===== src/rtl/duty_link_pkg.sv =====
package duty_link_pkg;
   typedef struct packed {
      logic level;
      logic rise;
      logic fall;
   } edge_info_t;
endpackage


===== src/rtl/duty_link_sync.sv =====
module duty_link_sync #(
   parameter int       STAGES  = 2,
   parameter int       W       = 3,
   parameter logic [W-1:0] RST_VAL = '0
) (
   input  logic                                clk,
   input  logic                                rst,
   input  logic [W-1:0]                        pin_i,
   output duty_link_pkg::edge_info_t [W-1:0]   edge_o
);
   logic [W-1:0] lvl;
   logic [W-1:0] prev_q;

   if (STAGES < 0 || STAGES > 8) begin : g_bad_stages
      $error("duty_link_sync: STAGES must lie in 0..8");
   end

   if (STAGES == 0) begin : g_bypass
      assign lvl = pin_i;
   end else begin : g_chain
      logic [W-1:0] chain_q [STAGES];
      always_ff @(posedge clk) begin
         if (rst) begin
            for (int s = 0; s < STAGES; s++) chain_q[s] <= RST_VAL;
         end else begin
            chain_q[0] <= pin_i;
            for (int s = 1; s < STAGES; s++) chain_q[s] <= chain_q[s-1];
         end
      end
      assign lvl = chain_q[STAGES-1];
   end

   always_ff @(posedge clk) begin
      if (rst) prev_q <= RST_VAL;
      else     prev_q <= lvl;
   end

   for (genvar b = 0; b < W; b++) begin : g_edge
      assign edge_o[b].level = lvl[b];
      assign edge_o[b].rise  = lvl[b] & ~prev_q[b];
      assign edge_o[b].fall  = ~lvl[b] & prev_q[b];
   end
endmodule


===== src/rtl/duty_link_shifter.sv =====
module duty_link_shifter #(
   parameter int FRAME_W = 16
) (
   input  logic               clk,
   input  logic               rst,
   input  logic               load_i,
   input  logic [FRAME_W-1:0] status_i,
   input  logic               shift_i,
   input  logic               emit_i,
   input  logic               clear_i,
   input  logic               sdi_i,
   output logic [FRAME_W-1:0] word_o,
   output logic               sdo_o
);
   logic [FRAME_W-1:0] shreg_q;
   logic               out_q;

   always_ff @(posedge clk) begin
      if (rst) begin
         shreg_q <= '0;
      end else if (load_i) begin
         shreg_q <= status_i;
      end else if (shift_i) begin
         shreg_q <= {shreg_q[FRAME_W-2:0], sdi_i};
      end
   end

   always_ff @(posedge clk) begin
      if (rst || load_i || clear_i) out_q <= 1'b0;
      else if (emit_i)              out_q <= shreg_q[FRAME_W-1];
   end

   assign word_o = shreg_q;
   assign sdo_o  = out_q;
endmodule


===== src/rtl/duty_link_framecnt.sv =====
module duty_link_framecnt #(
   parameter int FRAME_W = 16
) (
   input  logic clk,
   input  logic rst,
   input  logic start_i,
   input  logic tick_i,
   output logic valid_o
);
   localparam int CNT_W = (FRAME_W > 1) ? $clog2(FRAME_W) : 1;
   localparam logic [CNT_W-1:0] LAST = CNT_W'(FRAME_W - 1);

   logic [CNT_W-1:0] cnt_q;
   logic             full_q;

   always_ff @(posedge clk) begin
      if (rst || start_i) begin
         cnt_q  <= '0;
         full_q <= 1'b0;
      end else if (tick_i) begin
         if (cnt_q == LAST) begin
            cnt_q  <= '0;
            full_q <= 1'b1;
         end else begin
            cnt_q <= cnt_q + 1'b1;
         end
      end
   end

   assign valid_o = full_q && (cnt_q == '0);
endmodule


===== src/rtl/duty_link_slave.sv =====
module duty_link_slave #(
   parameter int CHANNELS    = 4,
   parameter int DUTY_W      = 4,
   parameter int SYNC_STAGES = 2,
   localparam int FRAME_W    = CHANNELS * DUTY_W
) (
   input  logic               clk,
   input  logic               rst,
   input  logic               cs_n,
   input  logic               sclk,
   input  logic               sdi,
   input  logic [FRAME_W-1:0] diag_word,
   output logic               sdo,
   output logic               sdo_en,
   output logic [FRAME_W-1:0] duty_o
);
   localparam int IDX_CS   = 2;
   localparam int IDX_SCLK = 1;
   localparam int IDX_SDI  = 0;

   if (CHANNELS < 1 || DUTY_W < 1 || FRAME_W < 2) begin : g_bad_shape
      $error("duty_link_slave: frame must hold at least two bits");
   end

   duty_link_pkg::edge_info_t [2:0] pins;
   logic               active_q;
   logic               sel_on, sel_off, clk_rise, clk_fall;
   logic               frame_ok;
   logic [FRAME_W-1:0] rx_word;

   duty_link_sync #(
      .STAGES  (SYNC_STAGES),
      .W       (3),
      .RST_VAL (3'b100)
   ) i_sync (
      .clk    (clk),
      .rst    (rst),
      .pin_i  ({cs_n, sclk, sdi}),
      .edge_o (pins)
   );

   assign sel_on   = pins[IDX_CS].fall;
   assign sel_off  = pins[IDX_CS].rise & active_q;
   assign clk_rise = pins[IDX_SCLK].rise & active_q & ~pins[IDX_CS].level;
   assign clk_fall = pins[IDX_SCLK].fall & active_q & ~pins[IDX_CS].level;

   always_ff @(posedge clk) begin
      if (rst)          active_q <= 1'b0;
      else if (sel_on)  active_q <= 1'b1;
      else if (sel_off) active_q <= 1'b0;
   end

   duty_link_shifter #(.FRAME_W(FRAME_W)) i_shift (
      .clk      (clk),
      .rst      (rst),
      .load_i   (sel_on),
      .status_i (diag_word),
      .shift_i  (clk_fall),
      .emit_i   (clk_rise),
      .clear_i  (sel_off),
      .sdi_i    (pins[IDX_SDI].level),
      .word_o   (rx_word),
      .sdo_o    (sdo)
   );

   duty_link_framecnt #(.FRAME_W(FRAME_W)) i_cnt (
      .clk     (clk),
      .rst     (rst),
      .start_i (sel_on),
      .tick_i  (clk_fall),
      .valid_o (frame_ok)
   );

   for (genvar c = 0; c < CHANNELS; c++) begin : g_chan
      logic [DUTY_W-1:0] code_q;
      always_ff @(posedge clk) begin
         if (rst)                       code_q <= '0;
         else if (sel_off && frame_ok)  code_q <= rx_word[c*DUTY_W +: DUTY_W];
      end
      assign duty_o[c*DUTY_W +: DUTY_W] = code_q;
   end

   assign sdo_en = active_q;
endmodule


===== config.mk =====
export PLATFORM = sky130hd
export DESIGN_NAME = duty_link_slave
export DESIGN_NICKNAME = d
export VERILOG_FILES = /design/src/rtl/duty_link_pkg.sv /design/src/rtl/duty_link_sync.sv /design/src/rtl/duty_link_shifter.sv /design/src/rtl/duty_link_framecnt.sv /design/src/rtl/duty_link_slave.sv
export SDC_FILE = /design/constraint.sdc
export NUM_CORES = 1
export LEC_CHECK = 0
export BUFFER_PORTS_ARGS = -buffer_cell sky130_fd_sc_hd__buf_4
export CORE_MARGIN = 5
export CORE_UTILIZATION = 30
export DETAILED_ROUTE_END_ITERATION = 16
export SETUP_SLACK_MARGIN = 0.05
export SLEW_MARGIN = 20
export SYNTH_ARGS = -nofsm -noshare
export SYNTH_HDL_FRONTEND = slang
export SYNTH_SLANG_ARGS = --single-unit

===== constraint.sdc =====
create_clock -name clk -period 4 [get_ports clk]
set_clock_uncertainty 0.2 [all_clocks]
set_input_delay 0.4 -clock clk [delete_from_list [all_inputs] [get_ports clk]]
set_output_delay 0.4 -clock clk [all_outputs]
set_load 0.005 [all_outputs]

==> flow_results.xml, run 1 <==
<?xml version="1.0" encoding="UTF-8"?>
<metrics>
  <group name="status">
    <metric name="outcome" unit="">completed</metric>
  </group>
  <group name="detailed_routing">
    <metric name="drt-wirelength-per-cell" unit="um">13.8</metric>
    <metric name="drc" unit="">0</metric>
    <metric name="detailed_route_via_count" unit="">1632</metric>
    <metric name="drt_wl_total" unit="um">4500</metric>
    <metric name="drt_iter0_markers" unit="">128</metric>
    <metric name="drtPass1Iterations" unit="">4</metric>
    <metric name="antenna_viol_nets_final" unit="">0</metric>
    <metric name="vias_per_cell" unit="">5.01</metric>
  </group>
  <group name="power_and_ir_drop">
    <metric name="vdd_drop_max" unit="mV">0.145</metric>
    <metric name="power.leakage" unit="uW">0.000825</metric>
    <metric name="power.density_cell_area" unit="nW/um^2">355</metric>
  </group>
  <group name="synth">
    <metric name="post-synth-top-count-cell" unit="">sky130_fd_sc_hd__dfxtp_1</metric>
    <metric name="syn-cell-area" unit="um^2">1920</metric>
    <metric name="synth.yosys.seq_area_share" unit="%">49.1</metric>
    <metric name="synth.net_count" unit="">243</metric>
    <metric name="post_synth_edffs" unit="">0</metric>
    <metric name="post-synth-top-area-cell" unit="">sky130_fd_sc_hd__dfxtp_1</metric>
    <metric name="synth.ff_latch_count" unit="">47</metric>
    <metric name="netlist_top_cells_count" unit="">sky130_fd_sc_hd__dfxtp_1 (47), sky130_fd_sc_hd__nand2_1 (36), sky130_fd_sc_hd__a21oi_1 (21), sky130_fd_sc_hd__o21ai_0 (18), sky130_fd_sc_hd__nor2_1 (17)</metric>
    <metric name="synth_cell_type_count" unit="">31</metric>
    <metric name="synth.yosys.warnings" unit="">0</metric>
    <metric name="syn_avg_cell_area" unit="um^2">8.71</metric>
    <metric name="asyncSetResetFlopFracSynth" unit="%">0</metric>
    <metric name="post-synth-top-area-fraction" unit="%">49.1</metric>
    <metric name="synthCells" unit="">220</metric>
    <metric name="post_synth_main_area_contributors" unit="">sky130_fd_sc_hd__dfxtp_1 (49%), sky130_fd_sc_hd__a311oi_1 (7.3%), sky130_fd_sc_hd__nand2_1 (7.0%)</metric>
    <metric name="synth_top_flop_cell" unit="">sky130_fd_sc_hd__dfxtp_1</metric>
  </group>
  <group name="setup_path">
    <metric name="setup.worst_path.start_class" unit="">flip-flop</metric>
    <metric name="cp_data_arrival_time" unit="ns">1.93</metric>
    <metric name="timing.critical_path.to_type" unit="">flip-flop</metric>
    <metric name="worstPathMaxFanout" unit="">16</metric>
    <metric name="worstSetupPathType" unit="">flip-flop to flip-flop</metric>
    <metric name="cp.required" unit="ns">3.98</metric>
  </group>
  <group name="sta">
    <metric name="finalCriticalPeriod" unit="ns">1.95</metric>
    <metric name="hold_violations" unit="">0</metric>
    <metric name="fin_crit_sh" unit="%">48.7</metric>
    <metric name="setup-tns-final" unit="ns">0</metric>
    <metric name="timing.final.ws_setup" unit="ns">2.05</metric>
    <metric name="slew_at_the_pin_closest_to_its_max_slew_limit" unit="ns">0.755</metric>
    <metric name="timing.fmax" unit="GHz">0.513</metric>
    <metric name="timing.slew.headroom" unit="%">49.6</metric>
    <metric name="rsz0062_at_grt" unit="">false</metric>
    <metric name="drv_slew" unit="">0</metric>
    <metric name="setup_viol_count_final" unit="">0</metric>
  </group>
  <group name="flow_run">
    <metric name="drv_cap" unit="">0</metric>
  </group>
  <group name="global_route">
    <metric name="grt_overflow_total" unit="">0</metric>
    <metric name="grt_max_degree" unit="">43</metric>
    <metric name="grt_first_pass_wirelength" unit="um">7870</metric>
    <metric name="antenna_violations_before_repair" unit="">0</metric>
    <metric name="first_global_vias" unit="">1657</metric>
    <metric name="grtUsageTotal" unit="%">11.6</metric>
  </group>
  <group name="die">
    <metric name="fp.dieH" unit="um">89.9</metric>
    <metric name="core_area" unit="um^2">6280</metric>
    <metric name="start_util" unit="%">30.5</metric>
    <metric name="die_w" unit="um">89.9</metric>
    <metric name="io_pins" unit="">39</metric>
    <metric name="fp.dieArea" unit="um^2">8090</metric>
    <metric name="row_count" unit="">29</metric>
  </group>
  <group name="clock_tree">
    <metric name="count_of_buffers_added_by_post_cts_timing_repair_for_setup" unit="">0</metric>
    <metric name="cts_buffer_depth" unit="">2</metric>
    <metric name="clock_latency" unit="ns">0.30</metric>
    <metric name="clockRootBuffer" unit="">sky130_fd_sc_hd__clkbuf_8</metric>
    <metric name="cts_hold_buffers" unit="">0</metric>
    <metric name="cts-resized-gates" unit="">0</metric>
    <metric name="clock_pin_transition_on_the_worst_setup_and_hold_timing_paths" unit="ns">0.09</metric>
    <metric name="cts_tree" unit="">built</metric>
    <metric name="htreeDepth" unit="">2</metric>
    <metric name="numCtsBuffers" unit="">5</metric>
    <metric name="cts_num_sinks" unit="">47</metric>
  </group>
  <group name="hold_path">
    <metric name="hold_class" unit="">primary input to flip-flop</metric>
  </group>
  <group name="final_layout">
    <metric name="final.fill_count" unit="">670</metric>
    <metric name="syn2layout_area_growth" unit="%">19.5</metric>
    <metric name="antenna_cells_inserted" unit="">0</metric>
    <metric name="post_route_cells_drive_above_1_share" unit="%">20.9</metric>
    <metric name="finish.net_count" unit="">271</metric>
  </group>
  <group name="placed_design">
    <metric name="dpl_worst_slack" unit="ns">2.02</metric>
    <metric name="place.port_buffers" unit="">38</metric>
    <metric name="dp.final_hpwl" unit="um">2910</metric>
    <metric name="gp_routability_congestion" unit="">0.699</metric>
  </group>
</metrics>
==> layout make-up <==
cell class	instances	area [um^2]	area share, %
Tap cell	77	96.3	4.21
Multi-Input combinational cell	151	865	37.7
Clock inverter	1	5.00	0.218
Timing Repair Buffer	39	293	12.8
Clock buffer	7	76.3	3.33
Sequential cell	47	941	41.1
Inverter	4	15.0	0.655
==> per-stage QoR <==
| step | hold slack [ns] | utilization, % | instances | total power, uW | cell area, um^2 |
|---|---|---|---|---|---|
| after global routing | 0.0844 | 36.5 | 326 | 843 | 2290 |
| after detailed placement | 0.203 | 35.2 | 318 | 546 | 2210 |
| after floorplan | 0.189 | - | 220 | 523 | 1920 |
| after CTS | 0.0769 | 36.5 | 326 | 821 | 2290 |
| final | 0.0869 | 36.5 | 326 | 813 | 2290 |
| after global placement | 0.192 | 35.2 | 318 | 545 | 2210 |
==> layer usage <==
| layer | GRT usage [%] | part of all wire, % | vias up |
|---|---|---|---|
| li1 | - | - | 827 |
| met1 | 15.7 | 50 | 760 |
| met2 | 17.6 | 44 | 38 |
| met3 | 3.34 | 4.9 | 7 |
| met4 | 4.09 | 1.3 | 0 |
| met5 | 0 | 0 | - |
==> critical path: stages, from the launching register on <==
cell	delay [ns]
sky130_fd_sc_hd__dfxtp_1	0.37
sky130_fd_sc_hd__inv_1	0.08
sky130_fd_sc_hd__ha_1	0.15
sky130_fd_sc_hd__nand4bb_1	0.54
sky130_fd_sc_hd__o21ai_0	0.39
sky130_fd_sc_hd__a21oi_1	0.10
==> worst paths after layout <==
check | start | end | slack, ns | cells past startpoint
worst max-delay path | i_cnt.cnt_q[0] | g_chan[3].code_q[3] | 2.05 | 5
worst min-delay path | cs_n | i_sync.g_chain.chain_q[0][2] | 0.09 | 2
worst max register to register | i_cnt.cnt_q[0] | g_chan[3].code_q[3] | 2.05 | 5
worst min register to register | i_sync.g_chain.chain_q[0][2] | i_sync.g_chain.chain_q[0][5] | 0.22 | 1
==> kinds of logic (layout without fill, tap and decap cells) <==
family,after synthesis,in the layout,synth area share [%]
simple gates,90,90,23.8
compound gates,58,58,19.5
flops,47,47,49.1
buf+inv,22,51,5.81
fa+ha+maj,2,2,1.31
mux,1,1,0.522
==> sequential cells by signal, summed over array words and instances, names as in the netlist <==
name and cells:
g_chan.code_q 16, i_shift.word_o 16, i_sync.g_chain.chain_q 6, i_cnt.cnt_q 4
i_sync.prev_q 2, i_cnt.full_q 1, i_shift.sdo_o 1, sdo_en 1
==> placed cells by master, fill, tap and decap left out, drive strengths merged, types with 4 or more instances in the layout <==
cell type	n
clkbuf	7
a311oi	17
nor2	17
o21ai	18
a21oi	21
nand2	36
dfxtp	47
buf	39
nand3	16
inv	4
nor2b	5
==> power breakdown <==
| group | total (uW) | internal (uW) | switching [uW] |
|---|---|---|---|
| Sequential | 489 | 480 | 9.53 |
| Combinational | 44.9 | 23.7 | 21.2 |
| Clock | 279 | 123 | 156 |
| Total | 813 | 627 | 186 |
Note: power is estimated with default switching activity, not from simulation.
==> inputs of run 2 (changes only) <==
Clock period 4 ns to 1.6 ns, I/O delays scaled along.
==> run 2 against run 1 <==
  * Die area unchanged
  * Final cell count increased by 10%
  * Critical path depth increased by 1
  * Worst setup slack got worse by 2.0 ns
  * Power increased to 2.5 times the previous value
  * Hold slack got worse by 0.0010 ns
  * Critical endpoint is now g_chan[2].code_q[3]
==> flow_results.xml, run 2 (synthesis results as in run 1) <==
<?xml version="1.0" encoding="UTF-8"?>
<metrics>
  <group name="detailed_routing">
    <metric name="detailed_route_via_count" unit="">1779</metric>
    <metric name="antenna_viol_nets_final" unit="">0</metric>
    <metric name="drc" unit="">0</metric>
    <metric name="vias_per_cell" unit="">4.94</metric>
    <metric name="drtPass1Iterations" unit="">4</metric>
    <metric name="drt_wl_total" unit="um">4840</metric>
    <metric name="drt_iter0_markers" unit="">116</metric>
    <metric name="drt-wirelength-per-cell" unit="um">13.5</metric>
  </group>
  <group name="power_and_ir_drop">
    <metric name="vdd_drop_max" unit="mV">0.471</metric>
    <metric name="power.leakage" unit="uW">0.00100</metric>
    <metric name="sum_of_internal_switching_and_leakage_power" unit="uW">2060</metric>
    <metric name="power.density_cell_area" unit="nW/um^2">751</metric>
  </group>
  <group name="clock_tree">
    <metric name="clockRootBuffer" unit="">sky130_fd_sc_hd__clkbuf_8</metric>
    <metric name="clock_pin_transition_on_the_worst_setup_and_hold_timing_paths" unit="ns">0.08</metric>
    <metric name="clock_latency" unit="ns">0.29</metric>
    <metric name="cts_tree" unit="">built</metric>
    <metric name="cts_num_sinks" unit="">47</metric>
    <metric name="htreeDepth" unit="">2</metric>
    <metric name="numCtsBuffers" unit="">5</metric>
    <metric name="cts_buffer_depth" unit="">2</metric>
  </group>
  <group name="global_route">
    <metric name="first_global_vias" unit="">1770</metric>
    <metric name="antenna_violations_before_repair" unit="">0</metric>
    <metric name="globalRouteMet2Util" unit="%">18.5</metric>
    <metric name="grt_first_pass_wirelength" unit="um">8160</metric>
    <metric name="grt_max_degree" unit="">43</metric>
    <metric name="busiest_layer" unit="">met2</metric>
    <metric name="grtUsageTotal" unit="%">11.8</metric>
    <metric name="gr-usage-met3" unit="%">4.01</metric>
    <metric name="grt_overflow_total" unit="">0</metric>
    <metric name="gr-usage-met1" unit="%">15.6</metric>
  </group>
  <group name="die">
    <metric name="die_w" unit="um">89.9</metric>
    <metric name="core_area" unit="um^2">6280</metric>
    <metric name="fp.dieArea" unit="um^2">8090</metric>
    <metric name="fp.dieH" unit="um">89.9</metric>
    <metric name="io_pins" unit="">39</metric>
    <metric name="start_util" unit="%">30.5</metric>
    <metric name="row_count" unit="">29</metric>
  </group>
  <group name="setup_path">
    <metric name="cp_data_arrival_time" unit="ns">1.49</metric>
    <metric name="setup.worst_path.start_class" unit="">flip-flop</metric>
    <metric name="slowest_delay" unit="ns">0.38</metric>
    <metric name="cp_top_family" unit="">flip-flops</metric>
    <metric name="critPathSlowestCell" unit="">sky130_fd_sc_hd__dfxtp_4</metric>
    <metric name="critical_path.n_buffers_inverters" unit="">2</metric>
    <metric name="cp_cell_sequence" unit="">inv_4 -&gt; ha_4 -&gt; nand4bb_4 -&gt; buf_2 -&gt; o21ai_0 -&gt; a21oi_2</metric>
    <metric name="worstSetupPathType" unit="">flip-flop to flip-flop</metric>
    <metric name="worstPathMaxFanout" unit="">6</metric>
    <metric name="timing.critical_path.to_type" unit="">flip-flop</metric>
    <metric name="cp.required" unit="ns">1.57</metric>
  </group>
  <group name="sta">
    <metric name="fin_crit_sh" unit="%">94.9</metric>
    <metric name="timing.fmax" unit="GHz">0.658</metric>
    <metric name="setup_viol_count_final" unit="">0</metric>
    <metric name="slew_at_the_pin_closest_to_its_max_slew_limit" unit="ns">0.444</metric>
    <metric name="hold_violations" unit="">0</metric>
    <metric name="finalCriticalPeriod" unit="ns">1.52</metric>
    <metric name="rsz0062_at_grt" unit="">true</metric>
    <metric name="setup-tns-final" unit="ns">0</metric>
    <metric name="timing.final.ws_setup" unit="ns">0.0811</metric>
    <metric name="drv_slew" unit="">0</metric>
    <metric name="timing.slew.headroom" unit="%">70.4</metric>
  </group>
  <group name="placed_design">
    <metric name="gp_routability_congestion" unit="">0.787</metric>
    <metric name="dpl_worst_slack" unit="ns">0.0880</metric>
    <metric name="dp.final_hpwl" unit="um">2930</metric>
    <metric name="place.port_buffers" unit="">38</metric>
  </group>
  <group name="final_layout">
    <metric name="sequential_cell_area" unit="um^2">952</metric>
    <metric name="antenna_cells_inserted" unit="">0</metric>
    <metric name="final_common_cell" unit="">sky130_fd_sc_hd__buf_4</metric>
    <metric name="finish.net_count" unit="">305</metric>
    <metric name="syn2layout_area_growth" unit="%">42.9</metric>
    <metric name="mostFrequentLayoutCells" unit="">sky130_fd_sc_hd__buf_4 (45), sky130_fd_sc_hd__dfxtp_1 (42), sky130_fd_sc_hd__nand2_1 (36)</metric>
    <metric name="post_route_cells_drive_above_1_share" unit="%">29.3</metric>
    <metric name="final.fill_count" unit="">618</metric>
    <metric name="multi_input_comb_area" unit="um^2">926</metric>
  </group>
  <group name="flow_run">
    <metric name="drv_cap" unit="">0</metric>
  </group>
  <group name="status">
    <metric name="outcome" unit="">completed</metric>
  </group>
  <group name="hold_path">
    <metric name="hold_class" unit="">primary input to flip-flop</metric>
  </group>
</metrics>
[run 2: routing by layer]
layer  wire, um  vias to the layer above
met4         19                        0
met3        274                        2
li1           -                      898
met1       2270                      833
met5          0                        -
met2       2280                       46
[run 2: report_power, final]
part | total, uW | internal (uW) | switching, uW
clock | 677 | 307 | 370
sequential | 1220 | 1200 | 23.2
combinational | 159 | 96.7 | 62.7
total | 2060 | 1600 | 456
[run 2: stage by stage]
step | cell area (um^2) | hold WS, ns | util [%] | std cells
CTS | 2600 | 0.0789 | 41.5 | 356
global placement | 2330 | 0.145 | 37.2 | 329
finish | 2740 | 0.0859 | 43.6 | 360
detailed placement | 2330 | 0.147 | 37.2 | 329
global route | 2740 | 0.114 | 43.6 | 360
floorplan | 1920 | 0.0316 | - | 220
[run 2: layout make-up]
| class | count | area share (%) |
|---|---|---|
| repair buffers | 73 | 24.2 |
| clock buffers | 7 | 2.79 |
| flip-flops and latches | 47 | 34.8 |
| multi-input cells | 151 | 33.8 |
| inverters | 4 | 0.731 |
| clock inverters | 1 | 0.183 |
| well taps | 77 | 3.52 |
[run 2: what timing repair did]
action | CTS | global route
endpoints found under the setup margin | 0 | 29
setup buffers | 0 | 1
gates resized for setup | 0 | 32
hold endpoints to repair | 19 | 0
hold buffers | 19 | 0
[run 2: path summary, 6_finish.rpt]
kind / startpoint / to / slack, ns / cells past startpoint
hold / removal: rst / i_sync.prev_q[1] / 0.09 / 2
setup reg to reg: i_cnt.cnt_q[0] / g_chan[2].code_q[3] / 0.08 / 6
setup / recovery: i_cnt.cnt_q[0] / g_chan[2].code_q[3] / 0.08 / 6
hold reg to reg: i_sync.g_chain.chain_q[0][2] / i_sync.g_chain.chain_q[0][5] / 0.21 / 1
[run 2: worst register-to-register path, stage by stage, from the launching register on]
cell,delay (ns)
sky130_fd_sc_hd__dfxtp_4,0.38
sky130_fd_sc_hd__inv_4,0.06
sky130_fd_sc_hd__ha_4,0.14
sky130_fd_sc_hd__nand4bb_4,0.14
sky130_fd_sc_hd__buf_2,0.19
sky130_fd_sc_hd__o21ai_0,0.21
sky130_fd_sc_hd__a21oi_2,0.08
